$ cat src/rtl/rtc_pkg.sv
package rtc_pkg;

  typedef struct packed {
    logic update;    // advance time on this edge
    logic periodic;  // periodic event on this edge
    logic uip;       // update-in-progress window
  } rtcStrobe_t;

  typedef struct packed {
    logic       setMode;
    logic       pie;
    logic       aie;
    logic       uie;
    logic       binMode;
    logic       hr24;
    logic [2:0] divSel;
    logic [3:0] rate;
  } rtcCfg_t;

  localparam int NUM_TIME_BYTES = 10;
  localparam logic [3:0] OFF_CTRL_A = 4'd10;
  localparam logic [3:0] OFF_CTRL_B = 4'd11;
  localparam logic [3:0] OFF_CTRL_C = 4'd12;
  localparam logic [3:0] OFF_CTRL_D = 4'd13;

  function automatic logic [7:0] bcd2bin(input logic [7:0] b);
    return ({4'd0, b[7:4]} * 8'd10) + {4'd0, b[3:0]};
  endfunction

  function automatic logic [7:0] bin2bcd(input logic [7:0] v);
    logic [7:0] tens;
    logic [7:0] ones;
    tens = v / 8'd10;
    ones = v - (tens * 8'd10);
    return {tens[3:0], ones[3:0]};
  endfunction

  function automatic logic [7:0] monthDays(input logic [7:0] mon, input logic [7:0] yr);
    case (mon)
      8'd4, 8'd6, 8'd9, 8'd11: return 8'd30;
      8'd2:                    return (yr[1:0] == 2'b00) ? 8'd29 : 8'd28;
      default:                 return 8'd31;
    endcase
  endfunction

endpackage

$ cat src/rtl/rtc_ctrl.sv
module rtc_ctrl
  import rtc_pkg::*;
#(
  parameter int TICKS_PER_SEC = 32768,
  parameter int UIP_LEAD      = 16
) (
  input  logic       clk,
  input  logic       rstN,
  input  logic       tick,
  input  rtcCfg_t    cfg,
  input  logic       alarmMatch,
  input  logic       hostRdC,
  output rtcStrobe_t strobe,
  output logic [3:0] flags,
  output logic       irq
);
  localparam int DW = $clog2(TICKS_PER_SEC);
  localparam logic [DW-1:0] LAST     = DW'(TICKS_PER_SEC - 1);
  localparam logic [DW-1:0] UIP_FROM = DW'(TICKS_PER_SEC - UIP_LEAD);
  localparam logic [2:0]    DIV_RUN  = 3'b010;

  logic [DW-1:0] divCnt;
  logic [14:0]   perCnt;
  logic [14:0]   rateMask;
  logic [15:0]   rateBit;
  logic          running;
  logic          pf, af, uf, irqf;

  assign running = (cfg.divSel == DIV_RUN);

  always_ff @(posedge clk) begin
    if (!rstN || !running) begin
      divCnt <= '0;
      perCnt <= '0;
    end else if (tick) begin
      divCnt <= (divCnt == LAST) ? '0 : divCnt + 1'b1;
      perCnt <= perCnt + 15'd1;
    end
  end

  always_comb begin
    rateBit  = 16'd1 << (cfg.rate - 4'd1);
    rateMask = rateBit[14:0] - 15'd1;
  end

  assign strobe.uip      = running && !cfg.setMode && (divCnt >= UIP_FROM);
  assign strobe.update   = running && !cfg.setMode && tick && (divCnt == LAST);
  assign strobe.periodic = running && tick && (cfg.rate >= 4'd3) &&
                           (((perCnt + 15'd1) & rateMask) == 15'd0);

  always_ff @(posedge clk) begin
    if (!rstN) begin
      pf <= 1'b0;
      af <= 1'b0;
      uf <= 1'b0;
    end else begin
      pf <= (pf && !hostRdC) || strobe.periodic;
      af <= (af && !hostRdC) || (strobe.update && alarmMatch);
      uf <= cfg.setMode ? 1'b0 : ((uf && !hostRdC) || strobe.update);
    end
  end

  assign irqf  = (pf && cfg.pie) || (af && cfg.aie) || (uf && cfg.uie);
  assign flags = {irqf, pf, af, uf};
  assign irq   = irqf;

  AST_UIP_LEADS_UPDATE: assert property (@(posedge clk) disable iff (!rstN)
    strobe.update |-> $past(strobe.uip));
  AST_SET_CLEARS_UF: assert property (@(posedge clk) disable iff (!rstN)
    cfg.setMode |=> !flags[0]);
  AST_READ_CLEARS_FLAGS: assert property (@(posedge clk) disable iff (!rstN)
    (hostRdC && !strobe.periodic && !strobe.update) |=> (flags[2:0] == 3'b000));
  AST_PERIODIC_SPACED: assert property (@(posedge clk) disable iff (!rstN)
    strobe.periodic |=> !strobe.periodic);

endmodule

$ cat src/rtl/rtc_datapath.sv
module rtc_datapath
  import rtc_pkg::*;
(
  input  logic       clk,
  input  logic       rstN,
  input  logic [3:0] hostAddr,
  input  logic       hostWrEn,
  input  logic [7:0] hostWrData,
  input  logic       hostRdEn,
  input  rtcStrobe_t strobe,
  input  logic [3:0] flags,
  output rtcCfg_t    cfg,
  output logic       alarmMatch,
  output logic [7:0] hostRdData
);
  logic [7:0] timeReg  [NUM_TIME_BYTES];
  logic [7:0] nextTime [NUM_TIME_BYTES];
  logic [6:0] ctrlA;
  logic [7:0] ctrlB;

  assign cfg = '{setMode: ctrlB[7], pie: ctrlB[6], aie: ctrlB[5], uie: ctrlB[4],
                 binMode: ctrlB[2], hr24: ctrlB[1], divSel: ctrlA[6:4], rate: ctrlA[3:0]};

  function automatic logic [7:0] toBin(input logic [7:0] x, input logic isBin);
    return isBin ? x : bcd2bin(x);
  endfunction

  function automatic logic [7:0] fromBin(input logic [7:0] x, input logic isBin);
    return isBin ? x : bin2bcd(x);
  endfunction

  function automatic logic alarmHit(input logic [7:0] val, input logic [7:0] alm);
    return (alm[7:6] == 2'b11) || (alm == val);
  endfunction

  logic [7:0] sec, mins, h12, h24, dow, dom, mon, yr, dim;
  logic [7:0] secN, minN, hrN, dowN, domN, monN, yrN, hrMod, h12N, hrByte, h12Enc;
  logic       cMin, cHr, cDay, cMon, cYr, pmN;

  always_comb begin
    sec  = toBin(timeReg[0], cfg.binMode);
    mins = toBin(timeReg[2], cfg.binMode);
    h12  = toBin({1'b0, timeReg[4][6:0]}, cfg.binMode);
    dow  = toBin(timeReg[6], cfg.binMode);
    dom  = toBin(timeReg[7], cfg.binMode);
    mon  = toBin(timeReg[8], cfg.binMode);
    yr   = toBin(timeReg[9], cfg.binMode);
    if (cfg.hr24)          h24 = toBin(timeReg[4], cfg.binMode);
    else if (h12 == 8'd12) h24 = timeReg[4][7] ? 8'd12 : 8'd0;
    else                   h24 = timeReg[4][7] ? h12 + 8'd12 : h12;
    dim = monthDays(mon, yr);

    cMin = (sec == 8'd59);
    secN = cMin ? 8'd0 : sec + 8'd1;
    cHr  = cMin && (mins == 8'd59);
    minN = cMin ? ((mins == 8'd59) ? 8'd0 : mins + 8'd1) : mins;
    cDay = cHr && (h24 == 8'd23);
    hrN  = cHr ? ((h24 == 8'd23) ? 8'd0 : h24 + 8'd1) : h24;
    dowN = cDay ? ((dow >= 8'd7) ? 8'd1 : dow + 8'd1) : dow;
    cMon = cDay && (dom >= dim);
    domN = cDay ? ((dom >= dim) ? 8'd1 : dom + 8'd1) : dom;
    cYr  = cMon && (mon >= 8'd12);
    monN = cMon ? ((mon >= 8'd12) ? 8'd1 : mon + 8'd1) : mon;
    yrN  = cYr ? ((yr >= 8'd99) ? 8'd0 : yr + 8'd1) : yr;

    pmN    = (hrN >= 8'd12);
    hrMod  = pmN ? hrN - 8'd12 : hrN;
    h12N   = (hrMod == 8'd0) ? 8'd12 : hrMod;
    h12Enc = fromBin(h12N, cfg.binMode);
    hrByte = cfg.hr24 ? fromBin(hrN, cfg.binMode) : {pmN, h12Enc[6:0]};

    nextTime[0] = fromBin(secN, cfg.binMode);
    nextTime[1] = timeReg[1];
    nextTime[2] = fromBin(minN, cfg.binMode);
    nextTime[3] = timeReg[3];
    nextTime[4] = hrByte;
    nextTime[5] = timeReg[5];
    nextTime[6] = fromBin(dowN, cfg.binMode);
    nextTime[7] = fromBin(domN, cfg.binMode);
    nextTime[8] = fromBin(monN, cfg.binMode);
    nextTime[9] = fromBin(yrN, cfg.binMode);

    alarmMatch = alarmHit(nextTime[0], timeReg[1]) &&
                 alarmHit(nextTime[2], timeReg[3]) &&
                 alarmHit(nextTime[4], timeReg[5]);
  end

  for (genvar i = 0; i < NUM_TIME_BYTES; i++) begin : g_timeByte
    localparam logic [7:0] RST_VAL = (i >= 6 && i <= 8) ? 8'h01 : 8'h00;
    always_ff @(posedge clk) begin
      if (!rstN)                                        timeReg[i] <= RST_VAL;
      else if (hostWrEn && (hostAddr == 4'(i)))         timeReg[i] <= hostWrData;
      else if (strobe.update)                           timeReg[i] <= nextTime[i];
    end
  end

  always_ff @(posedge clk) begin
    if (!rstN) begin
      ctrlA      <= 7'h00;
      ctrlB      <= 8'h02;
      hostRdData <= 8'h00;
    end else begin
      if (hostWrEn && hostAddr == OFF_CTRL_A) ctrlA <= hostWrData[6:0];
      if (hostWrEn && hostAddr == OFF_CTRL_B) ctrlB <= hostWrData;
      if (hostRdEn) begin
        if (hostAddr < 4'(NUM_TIME_BYTES)) hostRdData <= strobe.uip ? 8'hFF : timeReg[hostAddr];
        else if (hostAddr == OFF_CTRL_A)   hostRdData <= {strobe.uip, ctrlA};
        else if (hostAddr == OFF_CTRL_B)   hostRdData <= ctrlB;
        else if (hostAddr == OFF_CTRL_C)   hostRdData <= {flags, 4'h0};
        else if (hostAddr == OFF_CTRL_D)   hostRdData <= 8'h80;
        else                               hostRdData <= 8'h00;
      end
    end
  end

  AST_HOST_WINS: assert property (@(posedge clk) disable iff (!rstN)
    (hostWrEn && hostAddr == 4'd0 && strobe.update) |=> (timeReg[0] == $past(hostWrData)));

endmodule

$ cat src/rtl/rtc_core.sv
module rtc_core
  import rtc_pkg::*;
#(
  parameter int TICKS_PER_SEC = 32768,
  parameter int UIP_LEAD      = 16
) (
  input  logic       clk,
  input  logic       rstN,
  input  logic       tick,
  input  logic [3:0] hostAddr,
  input  logic       hostWrEn,
  input  logic [7:0] hostWrData,
  input  logic       hostRdEn,
  output logic [7:0] hostRdData,
  output logic       irq
);
  rtcStrobe_t strobe;
  rtcCfg_t    cfg;
  logic [3:0] flags;
  logic       alarmMatch;
  logic       hostRdC;

  assign hostRdC = hostRdEn && (hostAddr == OFF_CTRL_C);

  rtc_ctrl #(.TICKS_PER_SEC(TICKS_PER_SEC), .UIP_LEAD(UIP_LEAD)) u_ctrl (
    .clk(clk), .rstN(rstN), .tick(tick), .cfg(cfg), .alarmMatch(alarmMatch),
    .hostRdC(hostRdC), .strobe(strobe), .flags(flags), .irq(irq)
  );

  rtc_datapath u_datapath (
    .clk(clk), .rstN(rstN), .hostAddr(hostAddr), .hostWrEn(hostWrEn),
    .hostWrData(hostWrData), .hostRdEn(hostRdEn), .strobe(strobe), .flags(flags),
    .cfg(cfg), .alarmMatch(alarmMatch), .hostRdData(hostRdData)
  );

endmodule

$ cat config.mk
export PLATFORM = sky130hd
export DESIGN_NAME = rtc_core
export DESIGN_NICKNAME = d
export VERILOG_FILES = /design/src/rtl/rtc_pkg.sv /design/src/rtl/rtc_ctrl.sv /design/src/rtl/rtc_datapath.sv /design/src/rtl/rtc_core.sv
export SDC_FILE = /design/constraint.sdc
export NUM_CORES = 1
export LEC_CHECK = 0
export BUFFER_PORTS_ARGS = -buffer_cell sky130_fd_sc_hd__buf_2
export CAP_MARGIN = 20
export CORE_MARGIN = 2
export CORE_UTILIZATION = 59
export CTS_CLUSTER_DIAMETER = 120
export CTS_CLUSTER_SIZE = 24
export DETAILED_ROUTE_END_ITERATION = 8
export GPL_TIMING_DRIVEN = 1
export PLACE_DENSITY_LB_ADDON = 0.05
export SETUP_SLACK_MARGIN = 0.1
export SKIP_CTS_REPAIR_TIMING = 1
export SYNTH_ARGS = -nofsm -noshare
export SYNTH_HDL_FRONTEND = slang
export SYNTH_SLANG_ARGS = --single-unit
$ cat constraint.sdc
create_clock -name clk -period 17.2 [get_ports clk]
set_clock_uncertainty 0.15 [all_clocks]
set_input_delay 0 -clock clk [delete_from_list [all_inputs] [get_ports clk]]
set_output_delay 0 -clock clk [all_outputs]
set_load 0.02 [all_outputs]
==> results of run 1 <==
==> cell type report <==
class / instances / area share, %
well taps: 378 / 2.71
clock buffers: 20 / 2.74
diodes: 2 / 0.0286
inverters: 60 / 1.29
multi-input cells: 1759 / 70.3
flip-flops and latches: 136 / 20.2
repair buffers: 53 / 2.02
clock inverters: 12 / 0.745
==> where the power goes <==
group | leakage [µW] | switching, µW | internal (µW) | total (µW)
registers | 0.00122 | 21.5 | 358 | 380
logic | 0.00503 | 792 | 502 | 1290
clock network | 0.000296 | 153 | 221 | 374
==> sequential cells by signal (all words and copies together) (netlist names) <==
register / flops
u_ctrl.af: 1
u_ctrl.divCnt: 15
u_ctrl.perCnt: 15
u_ctrl.pf: 1
u_ctrl.uf: 1
u_datapath.ctrlA: 7
u_datapath.ctrlB: 8
u_datapath.hostRdData: 8
u_datapath.timeReg: 80
==> kinds of logic (layout without fill, tap and decap cells) <==
kind of cell	after synthesis	in the layout	share of synthesized area [%]
fa+ha+maj	118	118	9.95
compound gates	606	606	24.9
other cells	0	2	0
flops	136	136	21.4
buf+inv	166	145	3.95
simple gates	779	779	23.8
mux	99	99	7.57
xor+xnor	157	157	8.40
==> stage by stage <==
| stage | total power [µW] | utilization, % | setup slack (ns) |
|---|---|---|---|
| after floorplan | 1360 | - | 6.22 |
| after global placement | 1620 | 60.6 | 7.08 |
| after detailed placement | 1640 | 60.6 | 6.71 |
| after CTS | 2020 | 62.8 | 6.67 |
| after global routing | 2190 | 63.2 | 5.62 |
| final | 2050 | 63.2 | 6.48 |
==> routing by layer <==
metal  vias to the layer above  global-route usage (%)  part of all wire, %  routed length [µm]
met5                         -                       0                    0                   0
met4                         0                    13.8                  3.5                1740
met3                       128                    5.48                  8.7                4270
met2                       758                    51.7                   45               22300
met1                      7642                    46.5                   43               21000
li1                       7647                       -                    -                   -
==> layout by cell type (no fill, tap or decap), types with 18 or more instances in the layout <==
cell type / instances
a211oi_1: 30
a21boi_0: 23
a21o_1: 19
a21oi_1: 122
a22o_1: 31
a31oi_1: 32
and2_1: 46
and3_1: 37
buf_2: 27
clkbuf_16: 19
dfxtp_1: 55
edfxtp_1: 80
fa_1: 22
ha_1: 94
inv_1: 53
mux2_2: 24
mux2i_1: 57
nand2_1: 209
nand2b_1: 26
nand3_1: 58
nand4_1: 27
nor2_1: 185
nor2b_1: 34
nor3_1: 52
nor4_1: 24
o211ai_1: 18
o21ai_0: 135
o22ai_1: 20
xnor2_1: 94
xor2_1: 62
==> path summary, 6_finish.rpt <==
| check | to | slack, ns |
|---|---|---|
| worst min register to register | u_ctrl.divCnt[14]$_SDFFE_PP0P_ | 0.31 |
| worst min-delay path | u_datapath.ctrlB[1]$_SDFFE_PN1P_ | -0.07 |
| worst max register to register | u_ctrl.af$_SDFF_PN0_ | 6.48 |
| worst max-delay path | u_ctrl.af$_SDFF_PN0_ | 6.48 |
==> critical path: cells and delay by family (launching register included) <==
kind,cells,cell delay [ns]
adders and majority gates,9,3.01
xor gates and xnor gates,2,0.54
buffers and inverters,4,0.54
DFF,1,0.50
AOI/OAI and AO/OA,13,3.47
and+or+nand+nor,11,2.44
==> results.toml, run 1 <==
[status]
outcome = "finished, violations left"
violations = "negative hold slack"

[floorplan]
die_x_um = 171
io_pins = 26
die-area_um2 = 29200
fp.dieH_um = 171
core_area_um2 = 27600
initial_utilization_pct = 59.5
row_count = 61

[synth]
syn_nets = 2194
synthTopCellsByCount = "nand2_1 (209), nor2_1 (185), o21ai_0 (135)"
synth-main-ff-cell = "edfxtp_1"
synth.distinct_cells = 98
yosysWarnings = 0
synth_top_area_share_pct = 14.6
synthCells = 2061
yosysMostFrequentCell = "nand2_1"
ys_seq_area_share_pct = 21.4
synth_edf_count = 80
yosysTopAreaCell = "edfxtp_1"
yosys_register_bits = 136
syn_avg_cell_area_um2 = 7.98
async_flop_share_pct = 0
synthTopCellsByArea = "edfxtp_1 (15%), ha_1 (7.1%), dfxtp_1 (6.8%)"
netlist_area_um2 = 16500

[clocking]
path_clk_slew_ns = 0.07
clock_path_buffers = 2
cts_inserted_buffers = 17
htree_levels = 4
root_buffer = "clkbuf_16"
clkLatencyLatePin_ns = 0.43
cts_tree = "yes"
clock-sinks = 136

[worst_setup_path]
reg2reg_depth = 39
start_kind = "flip-flop"
crit_top_cell = "ha_1"
reg2reg_from = "u_datapath.timeReg[2][5]$_DFFE_PP_"
crit_start = "u_datapath.timeReg[2][5]$_DFFE_PP_"
max_stage_delay_ns = 0.66
critPathKind = "reg2reg"
critPathRequiredTime_ns = 17.39
arrival_ns = 10.91
critPathCaptureType = "flip-flop"
cp_max_fo = 13
critPathSlowestCell = "nor4b_1"

[place]
post-place-cells = 2374
dp_hpwl_um = 36500
placed_cell_area_um2 = 16700
io_buffers = 25
routabilityCongestion = 0.961

[job]
maxCapViolCount = 0

[min_path]
min-delay-start = "rstN"
holdCritPathClass = "in2reg"
holdPathStages = 2

[detailed_routing]
first_pass_iters = 5
vias_per_cell = 6.68
drt-initial-drc-count = 1821
routed_wl_um = 49200
routedWlPerCell_um = 20.3
vias = 16200
ant_nets = 0
drc = 0

[timing]
relSlewSlack_pct = 28.9
setup_tns_ns = 0
finalCritPeriodShare_pct = 62.3
max_freq_mhz = 93.3
worst_pin_slew_ns = 1.05
whs_ns = -0.0711
drv_slew = 0
rsz0062_at_grt = "no"
setup_viol = 0
hold_viol = 33
period_minus_slack_ns = 10.72

[layout]
fillerInstances = 2471
final_area_um2 = 17500
regArea_um2 = 3530
syn2layout_area_growth_pct = 6.20
layout-drive-gt1-share_pct = 8.33
nets = 2160
fin_cells = 2420
multi_input_area_um2 = 12300

[pwr]
vdd_drop_max_mv = 0.0836
leakagePower_uw = 0.00655
powerDensity_nw_per_um2 = 117

[grt]
antenna_found_initial = 1
grt_max_degree = 65
grt_pass1_vias = 14600
grt_pass1_wl_um = 77700
grt.total_usage_pct = 33.4
overflow = 0
(Power assumes the default switching activity.)
==> run 2: changes to the inputs <==
- clock period: 17.2 -> 10 ns (I/O delays scaled with it)
==> results.toml, run 2 (synthesis results as in run 1) <==
[grt]
grt_pass1_wl_um = 78600
grt_max_degree = 78
grt_pass1_vias = 15000
overflow = 0
antenna_found_initial = 0
grt.total_usage_pct = 33.7

[min_path]
holdCritPathClass = "in2reg"

[timing]
period_minus_slack_ns = 9.46
finalCritPeriodShare_pct = 94.6
relSlewSlack_pct = 29.3
worst_pin_slew_ns = 1.05
setup_viol = 0
hold_viol = 0
max_freq_mhz = 106
drv_slew = 0

[clocking]
clock_path_buffers = 2
cts_inserted_buffers = 17
path_clk_slew_ns = 0.06
clock-sinks = 136
htree_levels = 4
clkLatencyLatePin_ns = 0.44
root_buffer = "clkbuf_16"
cts_tree = "yes"

[layout]
antennaDiodeCount = 0
fin_util_pct = 65.5
mostFrequentLayoutCell = "nand2_1"
final_cell_mix = "nand2_1 (209), nor2_1 (184), o21ai_0 (132)"
syn2layout_area_growth_pct = 9.93
layout-drive-gt1-share_pct = 11.8
top_regs = "u_datapath.timeReg x80, u_ctrl.divCnt x15, u_ctrl.perCnt x15"
fillerInstances = 2424
largest_register_ffs = 80
top_register = "u_datapath.timeReg"
final_area_um2 = 18100
nets = 2222

[floorplan]
die_x_um = 171
fp.dieH_um = 171
core_area_um2 = 27600
die-area_um2 = 29200
row_count = 61
io_pins = 26
initial_utilization_pct = 59.5

[pwr]
leakagePower_uw = 0.00688
powerDensity_nw_per_um2 = 202
vdd_drop_max_mv = 0.168

[detailed_routing]
highest_layer = "met4"
routedWlPerCell_um = 20.3
drt-initial-drc-count = 1806
ant_nets = 0
route.met2.wl_um = 23900
drc = 0
wl_met1_um = 21300
first_pass_iters = 6
vias = 16500
wl_met3_um = 3800
routed_wl_um = 50400
vias_per_cell = 6.66

[place]
io_buffers = 25
dp_hpwl_um = 37300
routabilityCongestion = 0.926
placed_cell_area_um2 = 17000

[worst_setup_path]
critPathRequiredTime_ns = 10.19
max_stage_delay_ns = 0.60
critPathCaptureType = "flip-flop"
critPathSlowestCell = "or4_4"
arrival_ns = 9.65
crit_top_cell = "ha_1"
critPathKind = "reg2reg"
cp_max_fo = 8
start_kind = "flip-flop"

[status]
outcome = "finished, final reports clean"

[job]
maxCapViolCount = 0
[run 2: cell types whose count changed in the layout (fill, tap and decap cells not counted), moves of 3 or more]
cell | previous run | this run
buf_4 | 16 | 69
dlygate4sd3_1 | 9 | 16
inv_4 | 0 | 5
clkinv_4 | 5 | 1
ha_1 | 94 | 90
ha_2 | 0 | 3
o21ai_0 | 135 | 132
[run 2: layer usage]
metal | GRT usage [%] | vias up
li1 | - | 7784
met5 | 0 | -
met3 | 4.81 | 127
met4 | 10.2 | 0
met2 | 56.8 | 746
met1 | 44.9 | 7856
[run 2: area by class of cell]
type	instances	area, µm²	area share [%]
multi-input combinational	1759	12400	68.7
tap	378	473	2.62
clock buffer	20	479	2.65
clock inverter	12	109	0.602
inverter	60	228	1.26
sequential	136	3530	19.5
timing repair buffer	115	846	4.68
[run 2: path summary, 6_finish.rpt]
path / from / slack (ns) / depth (start not counted) / endpoint
setup / recovery: u_datapath.timeReg[0][6]$_DFFE_PP_ / 0.54 / 40 / u_ctrl.af$_SDFF_PN0_
hold / removal: hostAddr[3] / 0.17 / 4 / u_ctrl.pf$_SDFF_PN0_
setup reg to reg: u_datapath.timeReg[0][6]$_DFFE_PP_ / 0.54 / 40 / u_ctrl.af$_SDFF_PN0_
hold reg to reg: u_datapath.hostRdData[0]$_SDFFE_PN0P_ / 0.33 / 2 / u_datapath.hostRdData[0]$_SDFFE_PN0P_
[run 2: per-stage QoR]
stage / total power [µW] / std cells / setup slack (ns) / setup TNS [ns] / hold WS (ns)
after floorplan: 2360 / 2061 / 0.121 / 0 / -0.00509
after global placement: 2830 / 2405 / 0.272 / 0 / 0.278
after detailed placement: 2870 / 2406 / 0.00241 / 0 / 0.292
after CTS: 3500 / 2438 / -0.0667 / -0.0667 / -0.161
after global routing: 3900 / 2480 / -0.00888 / -0.00888 / 0.174
final: 3660 / 2480 / 0.542 / 0 / 0.167
[run 2: critical path: cells and delay by family (launching register included)]
kind | cells | cell delay (ns)
xor gates and xnor gates | 3 | 0.69
buffers and inverters | 4 | 0.29
adders and majority gates | 8 | 2.38
AOI/OAI and AO/OA | 13 | 2.83
and+or+nand+nor | 12 | 2.49
DFF | 1 | 0.50
[run 2: power breakdown]
part	switching (µW)	internal, µW	total [µW]
logic	1400	979	2380
clock network	255	374	629
registers	34.8	617	651
